$ cat src/rtl/bms_pkg.sv
package bms_pkg;

    localparam int CNT_W  = 16;
    localparam int PWR_W  = 4;
    localparam int WID_W  = 3;
    localparam int SLOT_W = 2;

    localparam int LO_LSB   = 0;
    localparam int HI_LSB   = 16;
    localparam int PWR_LSB  = 32;
    localparam int WID_LSB  = 40;
    localparam int HS_BIT   = 48;
    localparam int PERR_BIT = 57;
    localparam int TERR_BIT = 58;
    localparam int WERR_BIT = 59;
    localparam int SLOT_LSB = 60;

    localparam logic [PWR_W-1:0] PWR_RESET = PWR_W'(10);

    // error vector order: [0] power class, [1] timing, [2] bus width
    localparam int ERR_N = 3;

    typedef struct packed {
        logic [SLOT_W-1:0] slot;
        logic [WID_W-1:0]  width;
        logic              hs;
        logic [PWR_W-1:0]  pwr;
        logic [CNT_W-1:0]  hi;
        logic [CNT_W-1:0]  lo;
    } mode_t;

    localparam mode_t MODE_RESET = '{slot: '0, width: '0, hs: 1'b0,
                                     pwr: PWR_RESET, hi: '0, lo: '0};

    function automatic mode_t unpack_word(input logic [63:0] w);
        mode_t m;
        m.slot  = w[SLOT_LSB +: SLOT_W];
        m.width = w[WID_LSB  +: WID_W];
        m.hs    = w[HS_BIT];
        m.pwr   = w[PWR_LSB  +: PWR_W];
        m.hi    = w[HI_LSB   +: CNT_W];
        m.lo    = w[LO_LSB   +: CNT_W];
        return m;
    endfunction

    function automatic logic [63:0] pack_word(input mode_t m, input logic [ERR_N-1:0] e);
        logic [63:0] w;
        w = '0;
        w[SLOT_LSB +: SLOT_W] = m.slot;
        w[WID_LSB  +: WID_W]  = m.width;
        w[HS_BIT]             = m.hs;
        w[PWR_LSB  +: PWR_W]  = m.pwr;
        w[HI_LSB   +: CNT_W]  = m.hi;
        w[LO_LSB   +: CNT_W]  = m.lo;
        w[PERR_BIT]           = e[0];
        w[TERR_BIT]           = e[1];
        w[WERR_BIT]           = e[2];
        return w;
    endfunction

endpackage

$ cat src/rtl/bms_sequencer.sv
module bms_sequencer #(
    parameter int LATENCY = 8
) (
    input  logic clk,
    input  logic rst_n,
    input  logic wr_en,
    output logic busy,
    output logic accept,
    output logic done
);
    localparam int LW = (LATENCY < 2) ? 1 : $clog2(LATENCY);

    typedef struct packed {
        logic          busy;
        logic [LW-1:0] cnt;
    } seq_t;

    seq_t st_q, st_d;

    assign busy   = st_q.busy;
    assign accept = wr_en && !st_q.busy;
    assign done   = st_q.busy && (st_q.cnt == '0);

    always_comb begin
        st_d = st_q;
        if (accept) begin
            st_d.busy = 1'b1;
            st_d.cnt  = LW'(LATENCY - 1);
        end else if (done) begin
            st_d.busy = 1'b0;
        end else if (st_q.busy) begin
            st_d.cnt = st_q.cnt - 1'b1;
        end
    end

    always_ff @(posedge clk) begin
        if (!rst_n) st_q <= '0;
        else        st_q <= st_d;
    end
endmodule

$ cat src/rtl/bms_errchk.sv
module bms_errchk
    import bms_pkg::*;
(
    input  mode_t             mode,
    input  logic              inj_pwr,
    input  logic              inj_timing,
    input  logic              inj_width,
    output logic [ERR_N-1:0]  err
);
    logic code_bad;
    logic ddr_bad;
    logic slot_zero;

    always_comb begin
        slot_zero = (mode.slot == '0);
        code_bad  = (mode.width[1:0] == 2'b11);
        ddr_bad   = mode.width[2] && (mode.width[1:0] == 2'b00);
        err[0]    = inj_pwr;
        err[1]    = inj_timing;
        err[2]    = inj_width || (slot_zero && (code_bad || ddr_bad));
    end
endmodule

$ cat src/rtl/bms_clkgen.sv
module bms_clkgen #(
    parameter int CW = 16
) (
    input  logic          clk,
    input  logic          rst_n,
    input  logic [CW-1:0] hi_cnt,
    input  logic [CW-1:0] lo_cnt,
    input  logic          restart,
    output logic          card_clk
);
    typedef struct packed {
        logic          ck;
        logic [CW-1:0] cnt;
    } gen_t;

    gen_t st_q, st_d;
    logic enable;

    assign enable   = (hi_cnt != '0) && (lo_cnt != '0);
    assign card_clk = st_q.ck;

    always_comb begin
        st_d = st_q;
        if (!enable) begin
            st_d.ck  = 1'b0;
            st_d.cnt = '0;
        end else if (restart) begin
            st_d.ck  = 1'b1;
            st_d.cnt = '0;
        end else if (st_q.ck) begin
            if (st_q.cnt >= hi_cnt - 1'b1) begin
                st_d.ck  = 1'b0;
                st_d.cnt = '0;
            end else begin
                st_d.cnt = st_q.cnt + 1'b1;
            end
        end else begin
            if (st_q.cnt >= lo_cnt - 1'b1) begin
                st_d.ck  = 1'b1;
                st_d.cnt = '0;
            end else begin
                st_d.cnt = st_q.cnt + 1'b1;
            end
        end
    end

    always_ff @(posedge clk) begin
        if (!rst_n) st_q <= '0;
        else        st_q <= st_d;
    end
endmodule

$ cat src/rtl/bus_mode_switch.sv
module bus_mode_switch
    import bms_pkg::*;
#(
    parameter int LATENCY = 8
) (
    input  logic        clk,
    input  logic        rst_n,
    input  logic        wr_en,
    input  logic [63:0] wr_data,
    output logic [63:0] rd_data,
    output logic        sw_busy,
    output logic        sw_err_irq,
    input  logic        inj_pwr_err,
    input  logic        inj_timing_err,
    input  logic        inj_width_err,
    output logic [1:0]  active_slot,
    output logic        card_clk
);
    typedef struct packed {
        mode_t            act;
        mode_t            pend;
        logic [ERR_N-1:0] err;
        logic             restart;
    } top_t;

    top_t st_q, st_d;
    logic accept, done;
    logic [ERR_N-1:0] chk_err;

    bms_sequencer #(.LATENCY(LATENCY)) u_seq (
        .clk    (clk),
        .rst_n  (rst_n),
        .wr_en  (wr_en),
        .busy   (sw_busy),
        .accept (accept),
        .done   (done)
    );

    bms_errchk u_err (
        .mode       (st_q.pend),
        .inj_pwr    (inj_pwr_err),
        .inj_timing (inj_timing_err),
        .inj_width  (inj_width_err),
        .err        (chk_err)
    );

    bms_clkgen #(.CW(CNT_W)) u_clk (
        .clk      (clk),
        .rst_n    (rst_n),
        .hi_cnt   (st_q.act.hi),
        .lo_cnt   (st_q.act.lo),
        .restart  (st_q.restart),
        .card_clk (card_clk)
    );

    always_comb begin
        st_d         = st_q;
        st_d.restart = 1'b0;
        if (accept) begin
            st_d.pend = unpack_word(wr_data);
            st_d.err  = '0;
        end
        if (done) begin
            st_d.err = chk_err;
            if (chk_err == '0) begin
                if (st_q.pend.slot == '0) begin
                    st_d.act = st_q.pend;
                end else begin
                    st_d.act.slot = st_q.pend.slot;
                end
                st_d.restart = 1'b1;
            end
        end
    end

    always_ff @(posedge clk) begin
        if (!rst_n) begin
            st_q.act     <= MODE_RESET;
            st_q.pend    <= MODE_RESET;
            st_q.err     <= '0;
            st_q.restart <= 1'b0;
        end else begin
            st_q <= st_d;
        end
    end

    assign rd_data     = pack_word(st_q.act, st_q.err);
    assign sw_err_irq  = |st_q.err;
    assign active_slot = st_q.act.slot;
endmodule

$ cat config.mk
export PLATFORM = sky130hd
export DESIGN_NAME = bus_mode_switch
export DESIGN_NICKNAME = d
export VERILOG_FILES = /design/src/rtl/bms_pkg.sv /design/src/rtl/bms_sequencer.sv /design/src/rtl/bms_errchk.sv /design/src/rtl/bms_clkgen.sv /design/src/rtl/bus_mode_switch.sv
export SDC_FILE = /design/constraint.sdc
export NUM_CORES = 1
export LEC_CHECK = 0
export BUFFER_PORTS_ARGS = -buffer_cell sky130_fd_sc_hd__buf_2
export CAP_MARGIN = 25
export CORE_MARGIN = 2
export CORE_UTILIZATION = 41
export CTS_CLUSTER_DIAMETER = 80
export DETAILED_ROUTE_END_ITERATION = 16
export PLACE_DENSITY = 0.65
export SYNTH_ARGS = -nofsm -noshare
export SYNTH_HDL_FRONTEND = slang
export SYNTH_HIERARCHICAL = 1
export SYNTH_SLANG_ARGS = --single-unit
$ cat constraint.sdc
create_clock -name clk -period 6.1 [get_ports clk]
set_clock_uncertainty 0.2 [all_clocks]
set_input_delay 1.22 -clock clk [delete_from_list [all_inputs] [get_ports clk]]
set_output_delay 1.22 -clock clk [all_outputs]
set_load 0.01 [all_outputs]
== After elaboration in Yosys (flattened, before gate mapping) ==
Index checks and enable logic that the tools add are counted.
Storage, ports and cells
  bits in registers: 109
  logic and storage cells: 64
  output and inout port bits: 69
Operators by class
  add/subtract/negate cells: 4
  bitwise logic cells: 2
  muxes and demuxes: 13
  equality and inequality tests: 2
  magnitude comparators: 2
  reduce and logical (&&, ||, !) cells: 23
Operator list (number)
  2-to-1 mux 17 bit: 2
  greater-or-equal comparator 16 bit: 2
  2-to-1 mux 16 bit: 2
  nonzero test 16 bit: 2
  subtractor 16 x 1 -> 16 bit (second input constant): 2
  adder 16 x 1 -> 16 bit (second input constant): 1
  2-to-1 mux 3 bit: 3
  2-to-1 mux 4 bit: 2
  AND reduction 2 bit: 4
  logical NOT 3 bit: 2
  OR reduction 3 bit: 2
  logical AND 1 bit: 5
  logical NOT 2 bit: 2
  2-to-1 mux 1 bit: 4
  nonzero test 2 bit: 2
  AND reduction 3 bit: 1
  subtractor 3 x 1 -> 3 bit (second input constant): 1
  == test 2 bit (second input constant): 1
  logical OR 1 bit: 2
  != test 2 bit (second input constant): 1
  NOT 1 bit: 2
  logical NOT 1 bit: 1

== Logic depth before layout (Yosys ltp) ==
Gate-level depths: netlist (run 1).
  word-level depth: 8
  mapped depth: 14
  gate-level depth less buffers: 13

== By module ==
The synthesis (run 1) kept the hierarchy.
By module, submodules not included
  bus_mode_switch: cells each 401, instances 1, area an instance 3942.5 µm²
  bms_clkgen: cells each 238, instances 1, area an instance 1939.4 µm²
  bms_sequencer: cells each 24, instances 1, area an instance 239.0 µm²
  bms_errchk: cells each 5, instances 1, area an instance 41.3 µm²

== Worst setup path after synthesis (run 1) ==
Ideal clock, no wire load.
  kind: reg2reg
  start point: register st_q (netlist bit rd_data[3])
  end point: register u_clk/st_q[10] in the netlist's numbering
  clock period less this slack: 3068 ps
  data required time: 5836 ps
  arrival time: 2804 ps
  path buffers: 1
  path slack: 3032 ps
  cell stages (with the launch flop): 14
  path through: dfxtp_1 nor3_1 and3_1 nand2b_1 nand2b_1 nor4_1 xnor2_1 ha_1 and4_1 a221o_1 a211oi_2 o21ai_4 buf_6 nor2_1
On the way
  cells in the longest elaborated chain, start to end: 4
  elaborated cells between the ends (all ways): 8
  classes of those cells: add/sub (1); order compare (1); mux (2); bitwise (1); reduce/logical (3)
RTL lines
  start: declaration: line bus_mode_switch.sv:26  | top_t st_q, st_d;
  start signal: assignment: line bus_mode_switch.sv:83  | st_q <= st_d;
  subtractor 16 x 1 -> 16 bit / nonzero test 16 bit (equally long branches): line bms_clkgen.sv:38, bms_clkgen.sv:19
  greater-or-equal comparator 16 bit / logical AND 1 bit (equally long branches): line bms_clkgen.sv:38, bms_clkgen.sv:19
  2-to-1 mux 16 bit / NOT 1 bit (equally long branches)
  2-to-1 mux 17 bit / OR reduction 3 bit (equally long branches)
  end signal: assignment: line bms_clkgen.sv:49  | else st_q <= st_d;
  end: declaration: line bms_clkgen.sv:16  | gen_t st_q, st_d;
Several ways; a longest one is shown, not always the timed one.
A chain may end at the register's enable or synchronous reset.

== Worst setup path after layout (run 1) ==
  start point: register st_q (netlist bit rd_data[16])
  end point: register u_clk/st_q[11] in the netlist's numbering
On the way
  cells in the longest elaborated chain, start to end: 4
  elaborated cells between the ends (all ways): 8
  classes of those cells: add/sub (1); order compare (1); mux (2); bitwise (1); reduce/logical (3)
RTL lines (line)
  subtractor 16 x 1 -> 16 bit / nonzero test 16 bit (equally long branches): bms_clkgen.sv:31, bms_clkgen.sv:19
  greater-or-equal comparator 16 bit / logical AND 1 bit (equally long branches): bms_clkgen.sv:31, bms_clkgen.sv:19
  2-to-1 mux 16 bit / NOT 1 bit (equally long branches)
  2-to-1 mux 17 bit / OR reduction 3 bit (equally long branches)
Several ways; a longest one is shown, not always the timed one.

==> impl_metrics.ini, run 1 <==
[status]
status = finished, final reports clean

[setup_path]
worstPathRequired_ns = 6.12
r2r_cells = 13
cp-startpoint = rd_data[16]
r2r_slack_ns = 2.70
cp.depth = 13
cp.arrival_ns = 3.43
r2r-end = u_clk/st_q[11]
r2r-start = rd_data[16]
crit_path_end_kind = flop
crit_end = u_clk/st_q[11]
path_max_fanout = 16
crit_type = flop to flop
crit_family = simple AND/OR/NAND/NOR gates
slowest_stage = dfxtp_1
cp_cell_sequence = inv_1, ha_1, nor3b_2, nand3_1, nor3_1, xnor2_1, ha_1, nand4_1, nor3_1, nand3b_1, and4_1, o21ai_4, nor2_1
worst-path-buf-inv = 1
cpPeakStageDelay_ns = 0.38
cp-start-kind = flop

[die]
die_area_um2 = 16000
die_y_um = 127
initial_utilization_pct = 42.2
die_x_um = 127
rows = 44
coreArea_um2 = 14600
io_pins = 139

[logic_synthesis]
synth_top_area_cell = dfxtp_1
syn_inst = 668
synth_xor_area_share_pct = 5.69
synth-seq-area-share_pct = 35.4
synthFlopType = dfxtp_1
synth_area_leaders = dfxtp_1, mux2i_1, buf_4
synth_async_sr_flop_share_pct = 0
synth_top_area_share_pct = 35.4
synth_edf_count = 0
yosys-top-cells-count = dfxtp_1, nand2_1, mux2i_1, buf_4, nor2b_1
syn_area_um2 = 6160
synth-simple-area-share_pct = 21.1
synth_seq_cells = 109
synth_most_common_cell = dfxtp_1
synth-compound-area-share_pct = 4.65
synth_top_family_by_area = simple AND/OR/NAND/NOR gates
synthAdderAreaFrac_pct = 7.51
avgSynthCellArea_um2 = 9.22
ys_types = 53
yosysWarningCount = 6
synthMuxAreaShare_pct = 13.3

[pwr]
p_leak_nw = 2.87
powerDensity_nw_per_um2 = 221
peakVddDrop_mv = 0.115

[clock_network]
worstSkewPairLatency_ns = 0.35
cts_tree = built
clockRootBuffer = clkbuf_16
cts_setup_buffers = 0
cts_made_buffers = 9
clock_path_buffers = 2
clk_pin_slew_ns = 0.07
holdBufCountCts = 0
clkSinkCount = 109
ctsResizeCount = 0
htreeDepth = 3

[route]
drc = 0
routed_via_density = 4.88
wirelength_um = 12400
wl_per_cell_um = 13.9
ant_nets = 0
drt_iter0_drc = 181
vias = 4346
firstDrtPassIters = 4

[timing]
hold_violations = 0
worst_pin_slew_ns = 0.963
relSlewSlack_pct = 35.8
slew_violations = 0
final.setup.tns_ns = 0
setup-violations-final = 0
fin_crit_ns = 3.40
fin_crit_sh_pct = 55.8
timing.fmax_mhz = 294
rsz0062_at_grt = false

[grt]
grt_usage_pct = 15.9
grt_max_degree = 113
grt_pass1_wl_um = 21000
antenna_found_initial = 1
grt_overflow = 0
grt_pass1_vias = 4321

[placement]
dpl.hpwl_um = 9280
dp.cells = 876
io_buffers = 97
gp_congestion = 0.822

[final_layout]
fillCellCount = 1372
antennaDiodeCount = 0
syn2layout_area_growth_pct = 6.44
nets = 810
finalNonFillerCells = 891
drive_above_1_share_pct = 18.0

[run]
max_cap_viol_count = 0

[hold_path]
hold_class = flop to flop
==> cell type report <==
cell class                      count  area (um^2)  share of cell area, %
Multi-Input combinational cell    468         3300                   50.3
Clock inverter                      5         52.6                  0.801
Sequential cell                   109         2180                   33.3
Inverter                           15         56.3                  0.858
Tap cell                          184          230                   3.51
Clock buffer                       10          229                   3.49
Timing Repair Buffer              100          510                   7.78
==> worst reg2reg max path: cells and delay by family (launching register included) <==
kind / cells / cell delay [ns]
AOI/OAI and AO/OA: 1 / 0.38
adders and majority gates: 2 / 0.48
and+or+nand+nor: 8 / 1.63
DFF: 1 / 0.38
xor gates and xnor gates: 1 / 0.09
buffers and inverters: 1 / 0.12
==> placed cells by master (no fill, tap or decap), drive strengths merged, types with 13 or more instances in the layout <==
cell   count
conb      19
nor2      35
nand2     92
mux2i     82
dfxtp    109
a21oi     15
xor2      13
buf      100
ha        37
nor2b     49
inv       15
xnor2     27
==> cell families after synthesis <==
kind of cell / count (synthesis)
AOI/OAI and AO/OA: 41
xor gates and xnor gates: 40
adders and majority gates: 37
buffers and inverters: 109
DFF: 109
muxes: 82
other: 1
and+or+nand+nor: 249
==> flip-flops by register name, indices dropped and copies added, names as in the netlist <==
name            count
u_seq/busy          1
u_seq/st_q          3
u_clk/card_clk      1
active_slot         2
st_q               43
u_clk/st_q         16
rd_data            43
==> metrics by stage <==
stage	hold WS, ns	setup WS [ns]	util [%]	cell area [um^2]	total power [mW]
6_report	0.257	2.70	45.0	6560	1.45
5_1_grt	0.277	2.38	45.0	6560	1.51
4_1_cts	0.260	2.67	45.0	6560	1.47
3_5_place_dp	0.249	2.32	43.0	6280	0.897
3_3_place_gp	0.243	2.38	43.0	6280	0.889
2_1_floorplan	0.235	3.03	-	6230	0.872
==> worst min-delay path by stage <==
| stage | start | endpoint | depth (start not counted) |
|---|---|---|---|
| after floorplan | rd_data[32] | rd_data[32] | 2 |
| after global placement | rd_data[40] | rd_data[40] | 2 |
| after detailed placement | rd_data[32] | rd_data[32] | 2 |
| after CTS | st_q[19] | rd_data[15] | 2 |
| after global routing | rd_data[32] | rd_data[32] | 2 |
| final | st_q[19] | rd_data[15] | 2 |
==> report_power, final <==
group          switching, mW  total [mW]  internal [mW]
clock network          0.257       0.571          0.314
logic                 0.0678       0.128         0.0602
registers             0.0173       0.752          0.735
total                  0.342        1.45           1.11
==> metal layers <==
layer | track usage, % | up-vias | routed length, um
met5 | 0 | - | 0
met3 | 3.50 | 12 | 588
met4 | 5.75 | 0 | 191
li1 | - | 2238 | -
met2 | 26.3 | 81 | 5770
met1 | 20.5 | 2015 | 5870
(Power assumes the default switching activity.)
==> run 2, diff against run 1 <==
- PLACE_DENSITY: 0.65 -> 0.68
- clock period: 6.1 -> 2.9 ns (I/O delays scaled with it)
==> run 2 against run 1 <==
Compared with the run above: the flow now finishes with violations (negative setup slack); non-clock buffer count grew 48; critical path depth unchanged; sequential share of layout area down 2.7 points; setup slack worse by 2.8 ns; utilization is 4.1 points higher; design area up 9.0%; sequential power increased by 110%; fmax increased by 15%; combinational power is 120% higher; global-route usage grew 0.35 points; critical endpoint is now u_clk/st_q[14].
==> impl_metrics.ini, run 2 (synthesis gave the netlist of run 1 again) <==
[clock_network]
holdBufCountCts = 0
cts_tree = built
clk_pin_slew_ns = 0.07
clkSinkCount = 109
cts_made_buffers = 9
htreeDepth = 3
clockRootBuffer = clkbuf_16
worstSkewPairLatency_ns = 0.35
clock_path_buffers = 2

[route]
vias = 4539
drt_iter0_drc = 183
ant_nets = 0
firstDrtPassIters = 4
wirelength_um = 12900
drc = 0
wl_per_cell_um = 13.7
routed_via_density = 4.83

[pwr]
switchingPower_mw = 0.735
p_leak_nw = 3.20
peakVddDrop_mv = 0.268
pwr-share-clk_pct = 39.8
power_mw = 3.08
pwr-share-comb_pct = 9.0
pwr-share-seq_pct = 51.2
powerDensity_nw_per_um2 = 431
p_sw_share_pct = 23.9
p_int_mw = 2.35

[die]
initial_utilization_pct = 42.2
coreArea_um2 = 14600
rows = 44
die_x_um = 127
die_y_um = 127
die_area_um2 = 16000
io_pins = 139

[run]
max_cap_viol_count = 0

[timing]
relSlewSlack_pct = 66.2
timing.fmax_mhz = 337
rsz0062_at_grt = true
final.setup.tns_ns = -0.860
fin_crit_ns = 2.97
worst_slack_ns = -0.0710
slew_violations = 0
fin_crit_sh_pct = 102
worst_pin_slew_ns = 0.507
hold_slack_ns = 0.250
hold_violations = 0
setup-violations-final = 16

[grt]
grt_pass1_vias = 4335
grt_pass1_wl_um = 21000
grt_overflow = 0
antenna_found_initial = 1
grt_max_degree = 60
grt_usage_pct = 16.3

[final_layout]
nets = 858
final_common_cell = dfxtp_1
seq_area_um2 = 2190
antennaDiodeCount = 0
fin_area_um2 = 7150
final_cell_mix = dfxtp_1, buf_2, nand2_1, mux2i_1, buf_4
drive_above_1_share_pct = 27.0
multiInputGateArea_um2 = 3480
syn2layout_area_growth_pct = 16.0
fillCellCount = 1379

[status]
violations = negative setup slack
status = finished, violations left

[setup_path]
cp_cell_sequence = nor3_4, and3_4, nand2b_4, nand2b_4, nor2_1, xnor2_1, ha_1, and4_1, a221o_1, a211oi_2, o21ai_4, clkbuf_16, nor2_1
worst-path-buf-inv = 1
path_max_fanout = 8
r2r_slack_ns = -0.07
cp-start-kind = flop
worstPathRequired_ns = 2.99
crit_family = simple AND/OR/NAND/NOR gates
r2r-start = rd_data[2]
cp.arrival_ns = 3.06
slowest_stage = a221o_1
crit_path_end_kind = flop
r2r-end = u_clk/st_q[14]
cpPeakStageDelay_ns = 0.37
r2r_cells = 13
crit_type = flop to flop

[hold_path]
worstHoldStart = wr_data[35]
holdPathEnd = st_q[39]
hold_class = primary input to flop
whs_path_depth = 3

[placement]
dpl-instance-area_um2 = 6690
io_buffers = 97
gp_congestion = 0.799
pre_cts_ws_ns = -0.0766
dpl.hpwl_um = 9440
-- run 2: power groups by stage --
stage	clock network (mW)	registers (mW)	logic, mW
2_1_floorplan	0	1.60	0.232
3_5_place_dp	0	1.61	0.279
6_report	1.23	1.58	0.279
3_3_place_gp	0	1.61	0.274
4_1_cts	1.26	1.58	0.281
5_1_grt	1.32	1.58	0.314
-- run 2: layout make-up --
cell class / count / area share (%)
Tap cell: 184 / 3.22
Clock buffer: 10 / 3.20
Sequential cell: 109 / 30.6
Clock inverter: 6 / 0.875
Multi-Input combinational cell: 468 / 48.7
Inverter: 15 / 0.787
Timing Repair Buffer: 148 / 12.6
-- run 2: tightest hold or removal path: cells and delay by family --
kind | cells | cell delay [ns]
multiplexers | 1 | 0.06
buffers and inverters | 1 | 0.08
AND/OR/NAND/NOR | 1 | 0.06
-- run 2: layer usage --
metal | vias up | share of wire, % | GRT usage (%) | wire length (um)
li1 | 2341 | - | - | -
met1 | 2084 | 46 | 20.2 | 5900
met2 | 91 | 47 | 27.0 | 6060
met3 | 23 | 5.3 | 4.56 | 684
met4 | 0 | 2.1 | 6.08 | 268
met5 | - | 0 | 0 | 0
-- run 2: what timing repair did --
action,in CTS,in global routing
buffers inserted,0,1
gates cloned,1,0
setup endpoints to repair,16,17
pin swaps,13,13
gates resized for setup,10,26
-- run 2: worst max-delay path by stage --
stage / startpoint / to / cells past startpoint / slack, ns
6_report: rd_data[2] / u_clk/st_q[14] / 13 / -0.07
3_5_place_dp: rd_data[2] / u_clk/st_q[11] / 13 / -0.08
4_1_cts: rd_data[2] / u_clk/st_q[8] / 14 / -0.09
2_1_floorplan: rd_data[2] / u_clk/st_q[0] / 13 / -0.008
5_1_grt: rd_data[2] / u_clk/st_q[3] / 13 / -0.20
3_3_place_gp: rd_data[2] / u_clk/st_q[9] / 13 / -0.06
-- run 2: metrics by stage --
stage                     cells  utilization [%]
after floorplan             686                -
after global placement      922             45.9
after detailed placement    922             45.9
after CTS                   939             48.3
after global routing        940             49.0
final                       940             49.0
